## config.mk

```make
export PLATFORM = sky130hd
export DESIGN_NAME = tmr_accum
export DESIGN_NICKNAME = d
export VERILOG_FILES = /design/src/rtl/tmr_accum_pkg.sv /design/src/rtl/tmr_acc_lane.sv /design/src/rtl/tmr_upset_mask.sv /design/src/rtl/tmr_vote.sv /design/src/rtl/tmr_accum.sv
export SDC_FILE = /design/constraint.sdc
export NUM_CORES = 1
export LEC_CHECK = 0
export BUFFER_PORTS_ARGS = -buffer_cell sky130_fd_sc_hd__buf_2
export CAP_MARGIN = 20
export CORE_MARGIN = 5
export CORE_UTILIZATION = 50
export DETAILED_ROUTE_END_ITERATION = 10
export PLACE_DENSITY = 0.69
export SYNTH_ARGS = -nofsm -noshare
export SYNTH_HDL_FRONTEND = slang
export SYNTH_SLANG_ARGS = --single-unit
```

## constraint.sdc

```tcl
create_clock -name clk_i -period 6.6 [get_ports clk_i]
set_clock_uncertainty 0.2 [all_clocks]
set_input_delay 0.33 -clock clk_i [delete_from_list [all_inputs] [get_ports clk_i]]
set_output_delay 0.33 -clock clk_i [all_outputs]
set_load 0.1 [all_outputs]
```

## src/rtl/tmr_accum_pkg.sv

```systemverilog
package tmr_accum_pkg;
  localparam int unsigned DATA_W  = 8;
  localparam int unsigned SUM_W   = 20;
  localparam int unsigned N_LANES = 3;
  localparam int unsigned LANE_W  = 2;
endpackage

```

## src/rtl/tmr_acc_lane.sv

```systemverilog
module tmr_acc_lane #(
  parameter int unsigned DATA_W = 8,
  parameter int unsigned SUM_W  = 20
) (
  input  logic              clk_i,
  input  logic              rst_ni,
  input  logic              en_i,
  input  logic [DATA_W-1:0] data_i,
  input  logic [SUM_W-1:0]  flip_i,
  output logic [SUM_W-1:0]  sum_q_o
);
  logic [SUM_W-1:0] sum_d;

  always_comb begin
    sum_d = sum_q_o;
    if (en_i) sum_d = sum_q_o + SUM_W'(data_i);
    sum_d = sum_d ^ flip_i;
  end

  always_ff @(posedge clk_i or negedge rst_ni) begin
    if (!rst_ni) sum_q_o <= '0;
    else         sum_q_o <= sum_d;
  end

  p_hold_r3: assert property (@(posedge clk_i) disable iff (!rst_ni)
    (!en_i && flip_i == '0) |=> $stable(sum_q_o));

  p_upset_r6: assert property (@(posedge clk_i) disable iff (!rst_ni)
    (!en_i && flip_i != '0) |=> ($countones(sum_q_o ^ $past(sum_q_o)) == 1));
endmodule

```

## src/rtl/tmr_upset_mask.sv

```systemverilog
module tmr_upset_mask #(
  parameter int unsigned SUM_W   = 20,
  parameter int unsigned N_LANES = 3,
  parameter int unsigned LANE_W  = 2,
  localparam int unsigned BIT_W  = $clog2(SUM_W)
) (
  input  logic                         upset_en_i,
  input  logic [LANE_W-1:0]            upset_lane_i,
  input  logic [BIT_W-1:0]             upset_bit_i,
  output logic [N_LANES-1:0][SUM_W-1:0] mask_o
);
  logic [SUM_W-1:0] bit_mask;

  always_comb begin
    bit_mask = '0;
    for (int i = 0; i < SUM_W; i++)
      if (BIT_W'(i) == upset_bit_i) bit_mask[i] = 1'b1;
  end

  for (genvar g = 0; g < N_LANES; g++) begin : g_mask
    assign mask_o[g] = (upset_en_i && upset_lane_i == LANE_W'(g)) ? bit_mask : '0;
  end
endmodule

```

## src/rtl/tmr_vote.sv

```systemverilog
module tmr_vote #(
  parameter int unsigned W = 20
) (
  input  logic [W-1:0] a_i,
  input  logic [W-1:0] b_i,
  input  logic [W-1:0] c_i,
  output logic [W-1:0] y_o
);
  for (genvar g = 0; g < W; g++) begin : g_bit
    assign y_o[g] = (a_i[g] & b_i[g]) | (a_i[g] & c_i[g]) | (b_i[g] & c_i[g]);
  end
endmodule

```

## src/rtl/tmr_accum.sv

```systemverilog
module tmr_accum
  import tmr_accum_pkg::*;
#(
  parameter int unsigned IN_W  = DATA_W,
  parameter int unsigned ACC_W = SUM_W,
  localparam int unsigned BIT_W = $clog2(ACC_W)
) (
  input  logic              clk_i,
  input  logic              rst_ni,
  input  logic              en_i,
  input  logic [IN_W-1:0]   data_i,
  input  logic              upset_en_i,
  input  logic [LANE_W-1:0] upset_lane_i,
  input  logic [BIT_W-1:0]  upset_bit_i,
  output logic [ACC_W-1:0]  sum_o
);
  logic [N_LANES-1:0][ACC_W-1:0] mask;
  logic [N_LANES-1:0][ACC_W-1:0] lane_q;

  tmr_upset_mask #(.SUM_W(ACC_W), .N_LANES(N_LANES), .LANE_W(LANE_W)) u_mask (
    .upset_en_i  (upset_en_i),
    .upset_lane_i(upset_lane_i),
    .upset_bit_i (upset_bit_i),
    .mask_o      (mask)
  );

  // Redundant domain: independent lanes, shared input fan-out, no internal vote.
  for (genvar g = 0; g < N_LANES; g++) begin : g_lane
    tmr_acc_lane #(.DATA_W(IN_W), .SUM_W(ACC_W)) u_lane (
      .clk_i  (clk_i),
      .rst_ni (rst_ni),
      .en_i   (en_i),
      .data_i (data_i),
      .flip_i (mask[g]),
      .sum_q_o(lane_q[g])
    );
  end

  tmr_vote #(.W(ACC_W)) u_vote (
    .a_i(lane_q[0]),
    .b_i(lane_q[1]),
    .c_i(lane_q[2]),
    .y_o(sum_o)
  );

  p_reset_r1: assert property (@(posedge clk_i) !rst_ni |-> sum_o == '0);

  p_step_r2: assert property (@(posedge clk_i) disable iff (!rst_ni)
    (lane_q[0] == lane_q[1] && lane_q[1] == lane_q[2] && en_i && !upset_en_i)
    |=> sum_o == ACC_W'($past(sum_o) + ACC_W'($past(data_i))));

  p_pair01_r7: assert property (@(posedge clk_i) disable iff (!rst_ni)
    (lane_q[0] == lane_q[1]) |-> sum_o == lane_q[0]);

  p_pair12_r7: assert property (@(posedge clk_i) disable iff (!rst_ni)
    (lane_q[1] == lane_q[2]) |-> sum_o == lane_q[1]);

  p_lane3_r9: assert property (@(posedge clk_i) disable iff (!rst_ni)
    (upset_en_i && upset_lane_i == 2'd3 && !en_i) |=> $stable(lane_q));
endmodule

```

Word level (Yosys, flattened, before mapping)

Cells that the tools add are included.

Register bits after elaboration: 60
Word-level logic and storage cells: 161

Add/sub/neg operators: 3
Eq/ne operators: 21
Muxes and demuxes: 26
Bitwise gates (word level): 103
Reductions and logical operators: 5

Operators with widths:

| operator                                            | number |
|---|---|
| two-way mux 20 bit                                  | 6 |
| adder 20 x 8 -> 20 bit                              | 3 |
| bitwise AND 1 bit                                   | 60 |
| XOR 20 bit                                          | 3 |
| equality test 4 x 5 -> 1 bit, first input constant  | 8 |
| OR 1 bit                                            | 40 |
| equality test 3 x 5 -> 1 bit, first input constant  | 4 |
| equality test 5 bit, first input constant           | 4 |
| two-way mux 1 bit                                   | 20 |
| equality test 2 x 5 -> 1 bit, first input constant  | 2 |
| equality test 1 x 5 -> 1 bit, first input constant  | 1 |
| zero test 5 bit                                     | 1 |
| logical AND 1 bit                                   | 3 |
| equality test 2 x 1 -> 1 bit, second input constant | 1 |
| equality test 2 bit, second input constant          | 1 |
| zero test 2 bit                                     | 1 |

Logic depth before layout (Yosys ltp)

Gate-level depths: netlist of the first run.

Word-level depth: 4
Mapped depth: 9
Depth with buffers taken out: 9

Modules after synthesis

A second synthesis of the first run with hierarchy kept.

Cells, all modules: 537
Area total of the unflattened synthesis: 4994.8 sq um

By module, submodules not included:

| module         | times used | cells an instance | area each (sq um) | sequential area each (sq um) |
|---|---|---|---|---|
| tmr_acc_lane   | 3          | 143               | 1397.6            | 500.5 |
| tmr_upset_mask | 1          | 88                | 576.8             | 0.0 |
| tmr_vote       | 1          | 20                | 225.2             | 0.0 |

Least setup slack after synthesis of the first run

No wires, ideal clock.

Kind: register -> output
Start: reg g_lane[2].u_lane.sum_q_o[1]
End: out sum_o[1]
Arrival: 1904 ps
Setup slack: 4166 ps
Stages on the path, launching flop included: 3
Path buffers: 0
Path through: dfrtp_1 inv_1 a21oi_1

Word-level cells in the longest chain between the ends: 3
Elaborated cells between the ends (all ways): 4

RTL lines:

| what                     | RTL line           | RTL |
|---|---|---|
| start: declaration       | tmr_acc_lane.sv:10 | `output logic [SUM_W-1:0] sum_q_o` |
| start signal: assignment | tmr_acc_lane.sv:22 | `else sum_q_o <= sum_d;` |
| bitwise AND 1 bit        | tmr_vote.sv:10     | `assign y_o[g] = (a_i[g] & b_i[g]) \| (a_i[g] & c_i[g]) \| (b_i[g] & c_i[g]);` |
| OR 1 bit                 | tmr_vote.sv:10     |  |
| OR 1 bit *               | tmr_vote.sv:10     |  |
| end: declaration         | tmr_accum.sv:15    | `output logic [ACC_W-1:0] sum_o` |

Every way passes the cells marked *; elsewhere a longest branch is shown, timed or not.

Final worst setup path of the first run

Start: reg g_lane[1].u_lane.sum_q_o[0]
End: reg g_lane[1].u_lane.sum_q_o[16]

Word-level cells in the longest chain between the ends: 3

RTL lines:

| what                           | RTL line           | RTL |
|---|---|---|
| start: declaration             | tmr_acc_lane.sv:10 |  |
| start signal: assignment       | tmr_acc_lane.sv:22 |  |
| adder 20 x 8 -> 20 bit         | tmr_acc_lane.sv:16 | `if (en_i) sum_d = sum_q_o + SUM_W'(data_i);` |
| two-way mux 20 bit             | tmr_acc_lane.sv:16 |  |
| XOR 20 bit                     | tmr_acc_lane.sv:17 | `sum_d = sum_d ^ flip_i;` |
| via g_lane[1].u_lane.sum_d[16] | tmr_acc_lane.sv:12 | `logic [SUM_W-1:0] sum_d;` |

The timed path passes the listed nets, and every way through them passes these cells.

==> results.yml, run 1 <==
global_routing:
  grt_pass1_vias: 3865
  grt_start_max_net_pins: 61
  grt_pass1_wl_um: 19480
  antenna_found_initial: 0
  track_usage: 0.2182
  overflow: 0
pwr:
  vdd_drop_max_mv: 0.3782
  power_density_mw_per_mm2: 521.2
  power_leakage_nw: 2.201
final_layout:
  drive_gt1_frac: 0.1268
  antenna_cells: 0
  nNetsFinal: 585
  post-route-util: 0.5632
  top_register: "g_lane.u_lane.sum_q_o"
  final_cell_area_mm2: 0.005130
  largest_register_ffs: 60
  syn2layout_area_growth_pct: 11.02
  reg_top3: "g_lane.u_lane.sum_q_o (60)"
  n_fill_cell: 838
floorplanning:
  die_area_mm2: 0.01126
  rows: 35
  die_h_um: 106.1
  core-area_mm2: 0.009109
  io_pins: 39
  initial_core_util: 0.5073
  chipWidth_um: 106.1
timing:
  period_needed_ns: 2.743
  max_freq_mhz: 364.5
  setup-violations-final: 0
  tns_ns: 0
  final_hold_viol_count: 0
  timing.final.crit_share: 0.4157
  rsz0062_at_grt: "false"
  whs_ns: 0.2769
  max-slew-margin-rel: 0.3629
  slew_viol_final: 0
  worst_pin_slew_ns: 0.9556
yosys:
  synthDistinctLibCells: 52
  netlist_area_mm2: 0.004621
  synth-edff-count: 0
  syn_inst: 497
  synth_top_area_cell: "dfrtp_1"
  synth-async-reset-ratio: 1.000
  synth_ff_type: "dfrtp_1"
  synth_top_area_frac: 0.3249
  yosysMostFrequentCell: "xnor2_1"
  postSynthAreaPerCell_um2: 9.297
  ys_ff_latch: 60
  netlist_top_cells_area: "dfrtp_1 (32%), xnor2_1 (13%), xor2_1 (7.8%), ha_1 (6.5%), nand2_1 (5.2%)"
  synth_nets: 543
  yosysWarnings: 0
  yosysSeqAreaShare: 0.3249
  synth_common_cells: "xnor2_1 (70), nand2_1 (64), dfrtp_1 (60), nor2_1 (42), xor2_1 (41)"
cts:
  cts.sinks: 60
  cts_buffer_depth: 2
  cts_max_level: 3
  postCtsSetupBuffers: 0
  clk_pin_slew_worst_paths_ns: 0.07
  clk_latency_ns: 0.34
  numCtsBuffers: 9
  cts_tree: "built"
  cts-root-buf: "clkbuf_8"
critical_path:
  rrSetupSlack_ns: 3.86
  start_kind: "register"
  worstReg2RegStart: "g_lane[1].u_lane.sum_q_o[0]"
  crit_path_end_kind: "register"
  r2r_cells: 9
  worst-path-max-fanout: 5
  critPathArrivalTime_ns: 2.77
  r2r_end: "g_lane[1].u_lane.sum_q_o[16]"
  cp.required_ns: 6.63
  critPathKind: "reg -> reg"
hold_path:
  hp-class: "in -> reg"
  hold_end: "g_lane[0].u_lane.sum_q_o[0]"
  min_delay_path_depth: 4
  min_from: "data_i[0]"
flow_run:
  maxCapViolCount: 0
placement:
  portBuffers: 38
  gp_congestion: 0.8760
  dpl_cell_area_mm2: 0.004921
  hpwl_um: 8414
drt:
  drtIter0Drc: 153
  wl_per_cell_um: 17.75
  viasPerCell: 5.589
  drt-total-wl_um: 11630
  drc: 0
  ant_nets: 0
  dr_total_vias: 3661
  first_pass_iters: 4
outcome:
  status: "completed"
[cell type report]
class	count	area [um2]	area share
Timing Repair Buffer	42	222.7	0.04341
Inverter	11	41.29	0.008049
Clock buffer	9	123.9	0.02415
Sequential cell	60	1501	0.2927
Tap cell	111	138.9	0.02707
Clock inverter	7	75.07	0.01463
Multi-Input combinational cell	415	3027	0.5900
[worst max-delay path: stages (launching register included)]
cell and delay, ns:
dfrtp_1 0.39, ha_1 0.20, inv_1 0.06, fa_1 0.44, nor2b_4 0.14, o21ba_1 0.15, o21ai_0 0.13, a211oi_2 0.61
nand2_1 0.16, xnor2_1 0.16
[how the worst max path moves through the flow]
stage / startpoint / end / slack, ns / depth (start not counted)
2_1_floorplan: g_lane[2].u_lane.sum_q_o[1] / sum_o[1] / 4.17 / 2
3_3_place_gp: data_i[0] / g_lane[0].u_lane.sum_q_o[10] / 3.89 / 10
3_5_place_dp: data_i[0] / g_lane[1].u_lane.sum_q_o[16] / 3.83 / 10
5_1_grt: g_lane[1].u_lane.sum_q_o[0] / g_lane[1].u_lane.sum_q_o[10] / 3.71 / 9
4_1_cts: g_lane[1].u_lane.sum_q_o[0] / g_lane[1].u_lane.sum_q_o[16] / 3.88 / 9
6_report: g_lane[1].u_lane.sum_q_o[0] / g_lane[1].u_lane.sum_q_o[16] / 3.86 / 9
[power breakdown]
part | total [mW] | internal (mW) | switching, mW | leakage [nW]
Combinational | 1.65 | 0.543 | 1.11 | 1.37
Sequential | 0.680 | 0.521 | 0.159 | 0.736
Clock | 0.342 | 0.175 | 0.166 | 0.0918
Total | 2.67 | 1.24 | 1.43 | 2.20
[layer usage]
layer | wire, um | global-route usage
met3 | 686 | 0.03461
met2 | 5476 | 0.3584
met5 | 0 | 0
met4 | 191 | 0.07678
met1 | 5274 | 0.2916
[cell usage in the layout, fill, tap and decap left out, types with 2 or more instances in the layout]
| cell | netlist | layout |
|---|---|---|
| a211oi_1 | 3 | 3 |
| a21o_1 | 7 | 7 |
| a21oi_1 | 17 | 17 |
| a31oi_1 | 2 | 2 |
| and3_1 | 13 | 13 |
| and3b_1 | 2 | 2 |
| buf_2 | 2 | 38 |
| buf_4 | 0 | 3 |
| clkbuf_8 | 0 | 9 |
| clkinvlp_4 | 0 | 3 |
| dfrtp_1 | 60 | 60 |
| fa_1 | 3 | 3 |
| ha_1 | 24 | 24 |
| inv_1 | 11 | 11 |
| maj3_1 | 19 | 19 |
| mux2i_1 | 19 | 19 |
| nand2_1 | 64 | 64 |
| nand2b_1 | 6 | 6 |
| nand3_1 | 18 | 18 |
| nand3b_1 | 2 | 2 |
| nand4_1 | 4 | 4 |
| nor2_1 | 42 | 42 |
| nor2b_1 | 5 | 5 |
| nor3_1 | 7 | 7 |
| nor3_2 | 2 | 2 |
| nor3b_1 | 4 | 4 |
| o211ai_1 | 3 | 3 |
| o21a_1 | 6 | 6 |
| o21ai_0 | 7 | 7 |
| o31ai_1 | 2 | 2 |
| or3_1 | 3 | 3 |
| xnor2_1 | 70 | 70 |
| xor2_1 | 41 | 41 |
[kinds of logic after synthesis]
group,share of synthesized area
adders and majority gates,0.1191
and+or+nand+nor,0.1920
buffers and inverters,0.02004
muxes,0.04116
DFF,0.3249
AOI/OAI and AO/OA,0.09233
xor gates and xnor gates,0.2104
[stage by stage]
stage	instances	power, mW	setup slack [ns]
6_report	655	2.674	3.857
5_1_grt	655	2.849	3.709
4_1_cts	655	2.673	3.884
3_5_place_dp	638	2.325	3.828
3_3_place_gp	638	2.289	3.890
2_1_floorplan	497	2.021	4.166
[timing repair]
| action | CTS | global route |
|---|---|---|
| hold buffers | 1 | 0 |
| resized for setup | 0 | 0 |
| endpoints found under the hold margin | 16 | 0 |
Note: power is estimated with default switching activity, not from simulation.
==> inputs of run 2 (changes only) <==
==> constraint.sdc (replaced) <==
create_clock -name clk_i -period 2.8 [get_ports clk_i]
set_clock_uncertainty 0.2 [all_clocks]
set_input_delay 0.14 -clock clk_i [delete_from_list [all_inputs] [get_ports clk_i]]
set_output_delay 0.14 -clock clk_i [all_outputs]
set_load 0.1 [all_outputs]
==> results.yml, run 2 (same netlist as run 1, synthesis figures left out) <==
outcome:
  status: "completed"
drt:
  first_pass_iters: 4
  drtIter0Drc: 209
  viasPerCell: 5.555
  wl_per_cell_um: 17.66
  ant_nets: 0
  drc: 0
  dr_total_vias: 3655
  drt-total-wl_um: 11620
final_layout:
  largest_register_ffs: 60
  post-route-util: 0.5725
  final_common_cell: "xnor2_1"
  nNetsFinal: 588
  syn2layout_area_growth_pct: 12.86
  top_register: "g_lane.u_lane.sum_q_o"
  reg_top3: "g_lane.u_lane.sum_q_o (60)"
  antenna_cells: 0
  drive_gt1_frac: 0.1316
  layout_common_cells: "xnor2_1 (70), nand2_1 (64), dfrtp_1 (60), nor2_1 (42), xor2_1 (41)"
  finalNonFillerCells: 658
pwr:
  sw_frac_of_total: 0.5170
  power_frac_comb: 0.602
  power_density_mw_per_mm2: 1247
  power_leakage_nw: 2.252
  clockPowerShare: 0.153
  p_int_mw: 3.142
  vdd_drop_max_mv: 0.7835
  total_power_mw: 6.505
  p_seq_frac: 0.246
  p_sw_mw: 3.363
timing:
  rsz0062_at_grt: "false"
  whs_ns: 0.06423
  tns_ns: 0
  max_freq_mhz: 385.2
  max-slew-margin-rel: 0.5548
  setup-violations-final: 0
  slew_viol_final: 0
  timing.final.crit_share: 0.9272
  worst_pin_slew_ns: 0.6678
  final_hold_viol_count: 0
  period_needed_ns: 2.596
floorplanning:
  rows: 35
  die_h_um: 106.1
  die_area_mm2: 0.01126
  initial_core_util: 0.5073
  core-area_mm2: 0.009109
  io_pins: 39
  chipWidth_um: 106.1
global_routing:
  grt_pass1_wl_um: 19250
  overflow: 0
  track_usage: 0.2189
  grt_start_max_net_pins: 61
  antenna_found_initial: 0
  grt_pass1_vias: 3793
cts:
  cts_max_level: 3
  cts_tree: "built"
  postCtsSetupBuffers: 0
  numCtsBuffers: 9
  clk_latency_ns: 0.34
  clk_pin_slew_worst_paths_ns: 0.07
  cts_buffer_depth: 2
  cts-root-buf: "clkbuf_8"
  cts.sinks: 60
critical_path:
  start_kind: "register"
  critPathTopFamily: "compound AO/OA/AOI/OAI gates"
  worst_path_largest_cell_delay_ns: 0.50
  worstReg2RegStart: "g_lane[1].u_lane.sum_q_o[0]"
  critPathBufInv: 1
  path_cells: "ha_1 -> inv_1 -> fa_1 -> nor2b_4 -> o21ba_1 -> o21ai_0 -> a211oi_2 -> nand2_1 -> xnor2_1"
  rrSetupSlack_ns: 0.20
  cp.required_ns: 2.86
  crit_path_end_kind: "register"
  worst-path-stages: 9
  critPathSlowestCell: "a211oi_2"
  r2r_end: "g_lane[1].u_lane.sum_q_o[12]"
  critPathArrivalTime_ns: 2.65
  worst-path-max-fanout: 5
  r2r_cells: 9
  critPathKind: "reg -> reg"
hold_path:
  hp-class: "in -> reg"
  min_delay_path_depth: 4
  min_from: "en_i"
  hold_end: "g_lane[2].u_lane.sum_q_o[12]"
flow_run:
  maxCapViolCount: 0
placement:
  portBuffers: 38
  placed_cells: 641
  hpwl_um: 8566
  gp_congestion: 0.9303
==> run 2: cell count changes in the layout (fill, tap and decap cells not counted) <==
cell and change:
bufinv_16 +2, buf_4 +2, a21boi_1 +1, buf_12 +1, clkinvlp_4 -2, inv_6 -1
a21boi_0 -1, clkbuf_8 +1
==> run 2: layout make-up <==
| cell class | instances | area [um2] |
|---|---|---|
| fillers | 813 | 3894 |
| multi-input cells | 415 | 3027 |
| flip-flops and latches | 60 | 1501 |
| repair buffers | 45 | 257.7 |
| well taps | 111 | 138.9 |
| clock buffers | 10 | 137.6 |
| clock inverters | 6 | 111.4 |
| inverters | 11 | 41.29 |
==> run 2: metal layers <==
layer,GRT usage,wire length (um),share of wire
met1,0.2950,5224,0.45
met2,0.3529,5379,0.46
met3,0.03400,723,0.062
met4,0.08603,289,0.025
met5,0,0,0
==> run 2: repair_timing <==
item	in CTS	in global routing
endpoints found under the hold margin	60	0
setup endpoints to repair	0	1
hold buffers	1	0
gates resized for setup	0	1
==> run 2: per-stage QoR <==
stage                     area, um2  setup WS [ns]
final                          5215         0.2038
after global placement         4956         0.2541
after CTS                      5215         0.1533
after detailed placement       4956         0.1910
after global routing           5215        0.03435
after floorplan                4621         0.5556
==> run 2: power by group through the flow <==
stage	registers (mW)	logic [mW]	clock network (mW)
2_1_floorplan	1.50	3.27	0
3_3_place_gp	1.59	3.82	0
3_5_place_dp	1.61	3.89	0
4_1_cts	1.60	3.91	1.01
5_1_grt	1.66	4.20	1.04
6_report	1.60	3.91	0.995
==> run 2: worst max-delay path by stage <==
stage | from | end | slack (ns)
after floorplan | g_lane[2].u_lane.sum_q_o[1] | sum_o[1] | 0.56
after global placement | g_lane[1].u_lane.sum_q_o[0] | g_lane[1].u_lane.sum_q_o[18] | 0.25
after detailed placement | g_lane[1].u_lane.sum_q_o[0] | g_lane[1].u_lane.sum_q_o[12] | 0.19
after CTS | g_lane[1].u_lane.sum_q_o[0] | g_lane[1].u_lane.sum_q_o[18] | 0.15
after global routing | g_lane[1].u_lane.sum_q_o[0] | g_lane[1].u_lane.sum_q_o[14] | 0.03
final | g_lane[1].u_lane.sum_q_o[0] | g_lane[1].u_lane.sum_q_o[12] | 0.20
==> run 2: worst reg2reg max path: stages, from the launching register on <==
cell and delay [ns]:
dfrtp_1 0.38, ha_1 0.19, inv_1 0.06, fa_1 0.45, nor2b_4 0.15, o21ba_1 0.14
o21ai_0 0.12, a211oi_2 0.50, nand2_1 0.14, xnor2_1 0.19
